[src/rtl/lim_pkg.sv]
package lim_pkg;
  localparam int unsigned STP_W = 4;

  typedef enum logic [2:0] {
    RG_NONE = 3'd0,
    RG_THR  = 3'd1,
    RG_FS   = 3'd2,
    RG_FS6  = 3'd3,
    RG_FS12 = 3'd4
  } region_e;

  // level ratios below full scale in Q10: -2.5, -4.1, -6.0, -8.5, -12 dB
  function automatic int unsigned lvl_q10(input int unsigned idx);
    case (idx)
      0:       return 768;
      1:       return 639;
      2:       return 513;
      3:       return 385;
      default: return 257;
    endcase
  endfunction
endpackage

[src/rtl/lim_level_det.sv]
module lim_level_det
  import lim_pkg::*;
#(
  parameter int unsigned SMP_W  = 16,
  parameter int unsigned FS_MAG = 8000
) (
  input  logic [SMP_W-1:0] sample_i,
  input  logic [1:0]       thr_sel_i,
  output region_e          region_o,
  output logic             band_o
);
  localparam logic [SMP_W-1:0] MAG_MAX = {1'b0, {(SMP_W-1){1'b1}}};
  localparam logic [SMP_W-1:0] NEG_MIN = {1'b1, {(SMP_W-1){1'b0}}};
  localparam logic [SMP_W-1:0] FS_L    = SMP_W'(FS_MAG);
  localparam logic [SMP_W-1:0] FS6_L   = SMP_W'(FS_MAG * 2);
  localparam logic [SMP_W-1:0] FS12_L  = SMP_W'(FS_MAG * 4);

  logic [SMP_W-1:0] lvl [5];

  for (genvar i = 0; i < 5; i++) begin : g_lvl
    localparam int unsigned LVL = (FS_MAG * lvl_q10(i)) >> 10;
    assign lvl[i] = SMP_W'(LVL);
  end

  logic [SMP_W-1:0] mag;
  logic [SMP_W-1:0] thr_hi, thr_lo;

  always_comb begin
    if (sample_i == NEG_MIN)    mag = MAG_MAX;
    else if (sample_i[SMP_W-1]) mag = -sample_i;
    else                        mag = sample_i;
  end

  assign thr_hi = lvl[thr_sel_i];
  assign thr_lo = lvl[3'(thr_sel_i) + 3'd1];

  always_comb begin
    if (mag >= FS12_L)      region_o = RG_FS12;
    else if (mag >= FS6_L)  region_o = RG_FS6;
    else if (mag >= FS_L)   region_o = RG_FS;
    else if (mag >= thr_hi) region_o = RG_THR;
    else                    region_o = RG_NONE;
  end

  assign band_o = (mag >= thr_lo) && (mag < thr_hi);
endmodule

[src/rtl/lim_zc_det.sv]
module lim_zc_det #(
  parameter int unsigned SMP_W = 16
) (
  input  logic             clk_i,
  input  logic             rst_ni,
  input  logic [SMP_W-1:0] sample_i,
  input  logic             sample_vld_i,
  output logic             zc_o
);
  logic prev_sign_q, prev_vld_q;

  always_ff @(posedge clk_i or negedge rst_ni) begin
    if (!rst_ni) begin
      prev_sign_q <= 1'b0;
      prev_vld_q  <= 1'b0;
    end else if (sample_vld_i) begin
      prev_sign_q <= sample_i[SMP_W-1];
      prev_vld_q  <= 1'b1;
    end
  end

  assign zc_o = (sample_i == '0) ||
                (prev_vld_q && (sample_i[SMP_W-1] != prev_sign_q));
endmodule

[src/rtl/lim_step_sel.sv]
module lim_step_sel
  import lim_pkg::*;
(
  input  region_e          region_i,
  input  logic [1:0]       step_sel_i,
  output logic [STP_W-1:0] step_o
);
  always_comb begin
    step_o = '0;
    if (region_i != RG_NONE) begin
      unique case (step_sel_i)
        2'd0: step_o = STP_W'(1);
        2'd1: step_o = STP_W'(2);
        2'd2: step_o = (region_i == RG_THR)  ? STP_W'(2) :
                       (region_i == RG_FS12) ? STP_W'(8) : STP_W'(4);
        default: begin
          unique case (region_i)
            RG_THR:  step_o = STP_W'(1);
            RG_FS:   step_o = STP_W'(2);
            RG_FS6:  step_o = STP_W'(4);
            default: step_o = STP_W'(8);
          endcase
        end
      endcase
    end
  end
endmodule

[src/rtl/lim_vol_ctrl.sv]
module lim_vol_ctrl
  import lim_pkg::*;
#(
  parameter int unsigned SMP_W    = 16,
  parameter int unsigned VOL_W    = 8,
  parameter int unsigned VOL_DEF  = 128,
  parameter int unsigned FS_MAG   = 8000,
  parameter int unsigned TMO_BASE = 128
) (
  input  logic             clk_i,
  input  logic             rst_ni,
  input  logic [SMP_W-1:0] sample_i,
  input  logic             sample_vld_i,
  input  logic             enable_i,
  input  logic [1:0]       thr_sel_i,
  input  logic [1:0]       step_sel_i,
  input  logic [1:0]       tmo_sel_i,
  input  logic             zc_bypass_i,
  output logic [VOL_W-1:0] vol_o,
  output logic             rwc_clr_o
);
  localparam int unsigned TMO_MAX = TMO_BASE << 3;
  localparam int unsigned CNT_W   = $clog2(TMO_MAX);

  region_e          region;
  logic             band, zc, hit, expire;
  logic [STP_W-1:0] step_new, step_q;
  logic [VOL_W-1:0] vol_q;
  logic [CNT_W-1:0] cnt_q;
  logic [CNT_W:0]   period;
  logic             pend_q, rwc_q;

  lim_level_det #(.SMP_W(SMP_W), .FS_MAG(FS_MAG)) u_lvl (
    .sample_i (sample_i),
    .thr_sel_i(thr_sel_i),
    .region_o (region),
    .band_o   (band)
  );

  lim_zc_det #(.SMP_W(SMP_W)) u_zc (
    .clk_i       (clk_i),
    .rst_ni      (rst_ni),
    .sample_i    (sample_i),
    .sample_vld_i(sample_vld_i),
    .zc_o        (zc)
  );

  lim_step_sel u_step (
    .region_i  (region),
    .step_sel_i(step_sel_i),
    .step_o    (step_new)
  );

  function automatic logic [VOL_W-1:0] sat_sub(input logic [VOL_W-1:0] v,
                                               input logic [STP_W-1:0] s);
    logic [VOL_W-1:0] sw;
    sw = VOL_W'(s);
    return (sw >= v) ? '0 : v - sw;
  endfunction

  assign hit    = (region != RG_NONE);
  assign period = (CNT_W+1)'(TMO_BASE) << tmo_sel_i;
  assign expire = ({1'b0, cnt_q} + (CNT_W+1)'(1)) >= period;

  always_ff @(posedge clk_i or negedge rst_ni) begin
    if (!rst_ni) begin
      vol_q  <= VOL_W'(VOL_DEF);
      pend_q <= 1'b0;
      step_q <= '0;
      cnt_q  <= '0;
      rwc_q  <= 1'b0;
    end else begin
      rwc_q <= sample_vld_i & enable_i & band;
      if (sample_vld_i) begin
        if (!enable_i) begin
          pend_q <= 1'b0;
          cnt_q  <= '0;
        end else if (zc_bypass_i) begin
          pend_q <= 1'b0;
          cnt_q  <= '0;
          if (hit) vol_q <= sat_sub(vol_q, STP_W'(1));
        end else if (pend_q) begin
          if (zc || expire) begin
            vol_q  <= sat_sub(vol_q, step_q);
            pend_q <= 1'b0;
            cnt_q  <= '0;
          end else begin
            cnt_q <= cnt_q + CNT_W'(1);
          end
        end else if (hit) begin
          pend_q <= 1'b1;
          step_q <= step_new;
          cnt_q  <= '0;
        end
      end
    end
  end

  assign vol_o     = vol_q;
  assign rwc_clr_o = rwc_q;

  AST_VOL_IDLE_HOLD: assert property (@(posedge clk_i) disable iff (!rst_ni)
    !$past(sample_vld_i) |-> $stable(vol_o));
  AST_VOL_NO_RISE: assert property (@(posedge clk_i) disable iff (!rst_ni)
    vol_o <= $past(vol_o));
  AST_DIS_HOLD: assert property (@(posedge clk_i) disable iff (!rst_ni)
    !$past(enable_i) |-> $stable(vol_o));
  AST_BYP_ONE_STEP: assert property (@(posedge clk_i) disable iff (!rst_ni)
    ($past(zc_bypass_i) && (vol_o != $past(vol_o))) |->
    (($past(vol_o) - vol_o) == VOL_W'(1)));
  AST_RWC_SOURCE: assert property (@(posedge clk_i) disable iff (!rst_ni)
    rwc_clr_o |-> $past(sample_vld_i && enable_i));
endmodule

[config.mk]
export PLATFORM = sky130hd
export DESIGN_NAME = lim_vol_ctrl
export DESIGN_NICKNAME = d
export VERILOG_FILES = /design/src/rtl/lim_pkg.sv /design/src/rtl/lim_level_det.sv /design/src/rtl/lim_zc_det.sv /design/src/rtl/lim_step_sel.sv /design/src/rtl/lim_vol_ctrl.sv
export SDC_FILE = /design/constraint.sdc
export NUM_CORES = 1
export LEC_CHECK = 0
export BUFFER_PORTS_ARGS = -buffer_cell sky130_fd_sc_hd__buf_2
export CAP_MARGIN = 40
export CORE_UTILIZATION = 60
export CTS_BUF_LIST = sky130_fd_sc_hd__clkbuf_4 sky130_fd_sc_hd__clkbuf_8
export CTS_CLUSTER_DIAMETER = 80
export DETAILED_ROUTE_END_ITERATION = 16
export PLACE_DENSITY = 0.94
export SLEW_MARGIN = 20
export SYNTH_ARGS = -nofsm -noshare
export SYNTH_HDL_FRONTEND = slang
export SYNTH_SLANG_ARGS = --single-unit
[constraint.sdc]
create_clock -name clk_i -period 5.41 [get_ports clk_i]
set_input_delay 1.623 -clock clk_i [delete_from_list [all_inputs] [get_ports clk_i]]
set_output_delay 1.623 -clock clk_i [all_outputs]
set_load 0.005 [all_outputs]
==> results.toml, run 1 <==
[drt]
drt_pass1_iterations = 5
drtIter0Drc = 255
wl_per_cell_um = 15.7
vias = 3131
avgViaCountPerCell = 6.42
ant_nets = 0
drc = 0
drt-total-wl_um = 7650

[synthesis]
syn_nets = 450
yosysSeqAreaShare_pct = 20.7
synth_edf_count = 0
synth.distinct_cells = 78
synth_top_cell_area_share_pct = 19.8
synth_top_area_cell = "dfrtp_1"
synth_area_leaders = "dfrtp_1 20%, ha_1 15%, inv_1 4.3%, nand2_1 3.7%, nor2_1 3.3%"
yosys_register_bits = 26
ys_async_sr_fraction_pct = 100
avgSynthCellArea_um2 = 8.19
synth_cells = 385
ys.flop_type = "dfrtp_1"
yosys_warnings = 0
syn-cell-area_mm2 = 0.00315

[global_route]
antenna_found_initial = 0
grt_pass1_vias = 2797
grt_pass1_wl_um = 12300
track_usage_pct = 27.9
grt_max_degree = 31
grt_overflow = 0

[power_and_ir_drop]
p_sw_mw = 0.386
power.leakage_nw = 1.50
swShare_pct = 43.1
p_int_mw = 0.510
irDropWorstVdd_mv = 0.157
power_frac_seq_pct = 32.3
p_clk_share_pct = 13.6
cellPowerDensity_mw_per_mm2 = 261
combinationalPowerShare_pct = 54.1

[placement]
portBuffers = 35
post_dp_cell_area_mm2 = 0.00339
place_congestion = 0.910
hpwl_um = 5890

[floorplan]
row_count = 26
ios = 36
core_area_mm2 = 0.00507
start_util_pct = 62.2
chipWidth_um = 74.5
design.die.area_mm2 = 0.00555
die-height_um = 74.5

[sta]
period_share_pct = 94.1
tightest_slew_ns = 0.679
hold_violations = 0
rsz0062_at_grt = "false"
fmax_mhz = 196
finalSetupViolCount = 0
fin_crit_ns = 5.09
drv_slew = 0
tns_ns = 0
clock_skew_ns = 0.00352
slew_headroom_pct = 54.2

[worst_setup_path]
cp-end-kind = "register"
required_ns = 5.60
path_common_cell = "nor2_1"
arrival_ns = 5.29
crit_chain = "buf_2 > nor3_1 > and3_1 > nand4_1 > o211ai_1 > ha_1 > nand3b_1 > a21boi_0 > nor2_1 > a2111oi_0 > o31a_2 > nor2_1 > a41oi_2 > mux2i_1"
slowest_stage = "a41oi_2"
start_kind = "primary input"
slowest_delay_ns = 0.51
cp_max_fo = 10
criticalPathCategory = "primary input to register"

[clock_tree]
clockBufferDepth = 2
cts_setup_buffers = 0
cts_buffers = 3
htree_levels = 1
numClockSinks = 26
clkTransAtPathRegs_ns = 0.09
cts_root_buffer = "clkbuf_8"
cts_resized = 0
cts_tree = "done"
clk_latency_ns = 0.28
holdBufCountCts = 0

[finish]
postLayoutCoreUtil_pct = 67.7
nNetsFinal = 484
drive_gt1_share_pct = 17.5
area_delta_synth_final_pct = 8.96
diodes = 0
final_area_mm2 = 0.00344

[status]
outcome = "finished, final reports clean"

[flow_run]
drv_cap = 0

[min_path]
min_path_type = "register to register"
[registers in the layout, summed over array words and instances (netlist names)]
register / cells
vol_o: 8
step_q: 4
pend_q: 1
rwc_clr_o: 1
u_zc.prev_vld_q: 1
u_zc.prev_sign_q: 1
cnt_q: 10
[power groups by stage]
stage	logic, mW	registers [mW]	clock network (mW)
CTS	0.477	0.287	0.122
detailed placement	0.468	0.289	0
global route	0.538	0.294	0.130
floorplan	0.340	0.281	0
finish	0.485	0.289	0.122
global placement	0.448	0.286	0
[layer usage]
metal  vias up  GRT usage [%]  routed length [um]
met5         -              0                   0
met4         0           6.71                  92
met3        16           3.93                 354
met2       110           48.4                3780
met1      1497           36.4                3420
li1       1508              -                   -
[logic make-up after synthesis]
kind of cell,count (synthesis),synth area share (%)
AND/OR/NAND/NOR,145,25.5
AO/OA/AOI/OAI,111,26.3
buffers and inverters,44,5.67
adder cells (fa/ha/maj),38,15.3
flip-flops,26,20.7
XOR/XNOR,13,3.61
multiplexers,8,2.94
[Yosys cell counts, drive strengths merged (6+ instances only)]
master	count
or3	6
a31oi	11
nor4	8
nand2b	6
a21oi	18
clkbuf	6
nor2	28
xnor2	9
nand3	9
a211oi	7
nand4	6
ha	37
a21o	7
nor3	20
nand2	31
inv	36
o21ai	21
dfrtp	25
[per-stage QoR]
step,setup WS [ns],power [mW],hold WS (ns),instances
3_5_place_dp,0.141,0.757,0.475,484
2_1_floorplan,0.483,0.621,0.437,385
4_1_cts,0.439,0.885,0.496,488
5_1_grt,0.0794,0.961,0.533,488
6_report,0.319,0.896,0.503,488
3_3_place_gp,0.284,0.734,0.453,484
[cells in the final DEF (no fill, tap or decap), drive strengths merged, types with 5 or more instances in the layout]
master / count
a211oi: 7
a21o: 7
a21oi: 18
a31oi: 11
buf: 37
dfrtp: 25
ha: 37
inv: 36
nand2: 31
nand2b: 6
nand3: 9
nand4: 6
nor2: 28
nor2b: 5
nor3: 20
nor4: 8
o21ai: 21
o22ai: 5
or2: 5
or3: 6
xnor2: 9
[critical path, delay by kind of cell]
kind            cells  cell delay [ns]
compound gates      5             1.79
simple gates        6             1.30
mux                 1             0.27
fa+ha+maj           1             0.18
buf+inv             1             0.13
[layout make-up]
cell class	instances	area, um^2
Fill cell	413	1640
Timing Repair Buffer	37	190
Sequential cell	26	652
Multi-Input combinational cell	315	2320
Tap cell	70	87.6
Inverter	36	135
Clock buffer	4	48.8
[path summary, 6_finish.rpt]
kind	endpoint	slack [ns]	depth (start not counted)	start
setup / recovery	cnt_q[9]$_DFFE_PN0P_	0.32	14	sample_i[14]
hold / removal	u_zc.prev_vld_q$_DFFE_PN0P_	0.50	2	u_zc.prev_vld_q$_DFFE_PN0P_
setup reg to reg	vol_o[7]$_DFFE_PN1P_	1.78	13	cnt_q[0]$_DFFE_PN0P_
hold reg to reg	u_zc.prev_vld_q$_DFFE_PN0P_	0.50	2	u_zc.prev_vld_q$_DFFE_PN0P_
max in group asynchronous	u_zc.prev_sign_q$_DFFE_PN0P_	3.68	1	rst_ni
min in group asynchronous	vol_o[0]$_DFFE_PN0P_	1.34	1	rst_ni
No activity file was read; power rests on OpenSTA's default activity.
==> run 2: changes to the inputs <==
- clock period: 5.41 -> 5.7 ns (I/O delays scaled with it)
==> results.toml, run 2 (synthesis results as in run 1) <==
[floorplan]
core_area_mm2 = 0.00507
start_util_pct = 62.2
row_count = 26
chipWidth_um = 74.5
die-height_um = 74.5
ios = 36
design.die.area_mm2 = 0.00555

[finish]
final_cell_mix = "37 x ha_1, 36 x inv_1, 35 x buf_2, 31 x nand2_1, 28 x nor2_1"
final_area_mm2 = 0.00345
largestRegisters = "cnt_q (10), vol_o (8), step_q (4)"
area_delta_synth_final_pct = 9.44
nNetsFinal = 483
diodes = 0
stdcell_count = 487
top_register = "cnt_q"
final_common_cell = "ha_1"
largest_register_ffs = 10
drive_gt1_share_pct = 17.3

[worst_setup_path]
slowest_delay_ns = 0.57
crit_family = "compound AO/OA/AOI/OAI gates"
timing.critical_path.buf_inv = 1
cp_max_fo = 7
arrival_ns = 5.27
start_kind = "primary input"
criticalPathCategory = "primary input to register"
crit_chain = "buf_2 > or4_4 > o31ai_1 > xor2_1 > nand2_1 > ha_1 > nor3b_1 > nor2_1 > o31ai_1 > o31a_2 > o41ai_4 > a21oi_4 > mux2_4"
path_common_cell = "o31ai_1"
cp-end-kind = "register"
required_ns = 5.87
slowest_stage = "or4_4"

[sta]
tns_ns = 0
tightest_slew_ns = 0.622
finalSetupViolCount = 0
rsz0062_at_grt = "false"
fmax_mhz = 196
hold_violations = 0
clock_skew_ns = 0.00135
fin_crit_ns = 5.10
slew_headroom_pct = 58.1
period_share_pct = 89.5
drv_slew = 0

[power_and_ir_drop]
power_frac_seq_pct = 30.7
irDropWorstVdd_mv = 0.159
swShare_pct = 40.7
p_clk_share_pct = 17.6
cellPowerDensity_mw_per_mm2 = 254
p_sw_mw = 0.357
combinationalPowerShare_pct = 51.7
power.leakage_nw = 1.51
p_int_mw = 0.521

[drt]
vias = 3100
drt_pass1_iterations = 5
drtIter0Drc = 261
avgViaCountPerCell = 6.37
wl_per_cell_um = 14.8
ant_nets = 0
drt-total-wl_um = 7230
drc = 0

[clock_tree]
cts_setup_buffers = 0
cts_root_buffer = "clkbuf_8"
clockBufferDepth = 2
numClockSinks = 26
clkTransAtPathRegs_ns = 0.09
clk_latency_ns = 0.27
holdBufCountCts = 0
cts_resized = 0
htree_levels = 1
cts_tree = "done"
cts_buffers = 3

[global_route]
grt_pass1_wl_um = 11800
track_usage_pct = 26.5
grt_pass1_vias = 2750
antenna_found_initial = 0
grt_max_degree = 31
grt_overflow = 0

[placement]
portBuffers = 35
place_congestion = 0.915
dpl.cell_count = 483
post_dp_cell_area_mm2 = 0.00338
hpwl_um = 5560

[min_path]
min_path_type = "register to register"

[flow_run]
drv_cap = 0

[status]
outcome = "finished, final reports clean"
## run 2: changes by cell type in the layout (fill, tap and decap cells not counted), sizes merged
cell / delta
bufinv: +1
buf: -1
clkbuf: -1
## run 2: path summary, 6_finish.rpt
| kind | startpoint | to | slack (ns) | cells past startpoint |
|---|---|---|---|---|
| worst max-delay path | sample_i[1] | vol_o[3]$_DFFE_PN0P_ | 0.60 | 13 |
| worst min-delay path | u_zc.prev_vld_q$_DFFE_PN0P_ | u_zc.prev_vld_q$_DFFE_PN0P_ | 0.50 | 2 |
| worst max register to register | cnt_q[0]$_DFFE_PN0P_ | vol_o[3]$_DFFE_PN0P_ | 2.14 | 13 |
| worst min register to register | u_zc.prev_vld_q$_DFFE_PN0P_ | u_zc.prev_vld_q$_DFFE_PN0P_ | 0.50 | 2 |
| max in group asynchronous | rst_ni | vol_o[7]$_DFFE_PN1P_ | 3.90 | 1 |
| min in group asynchronous | rst_ni | vol_o[0]$_DFFE_PN0P_ | 1.42 | 1 |
## run 2: layout make-up
class                   instances  area (um^2)
clock buffers                   3         41.3
multi-input cells             315         2320
repair buffers                 36          183
inverters                      36          135
fillers                       414         1620
clock inverters                 1         30.0
flip-flops and latches         26          652
well taps                      70         87.6
## run 2: power groups by stage
stage               combinational, mW  sequential, mW  clock, mW
floorplan                       0.323           0.267          0
global placement                0.425           0.271          0
detailed placement              0.441           0.272          0
CTS                             0.446           0.268      0.154
global route                    0.508           0.276      0.161
finish                          0.454           0.270      0.155
## run 2: stage by stage
step                hold WS [ns]  util [%]  power, mW  setup slack [ns]
floorplan                  0.437         -      0.590             0.686
global placement           0.453      66.6      0.696             0.486
detailed placement         0.466      66.6      0.713             0.386
CTS                        0.487      68.0      0.869             0.648
global route               0.532      68.0      0.946             0.352
finish                     0.495      68.0      0.878             0.599
## run 2: metal layers
metal / GRT usage (%) / vias to the layer above / wire (um)
met5: 0 / - / 0
met4: 5.87 / 0 / 88
met3: 4.07 / 14 / 413
met2: 43.5 / 127 / 3470
met1: 36.6 / 1452 / 3260
li1: - / 1507 / -
## run 2: worst min-delay path, cell delays in order, from the launching register on
cell	delay, ns
dfrtp_1	0.36
inv_1	0.05
nand2_1	0.05
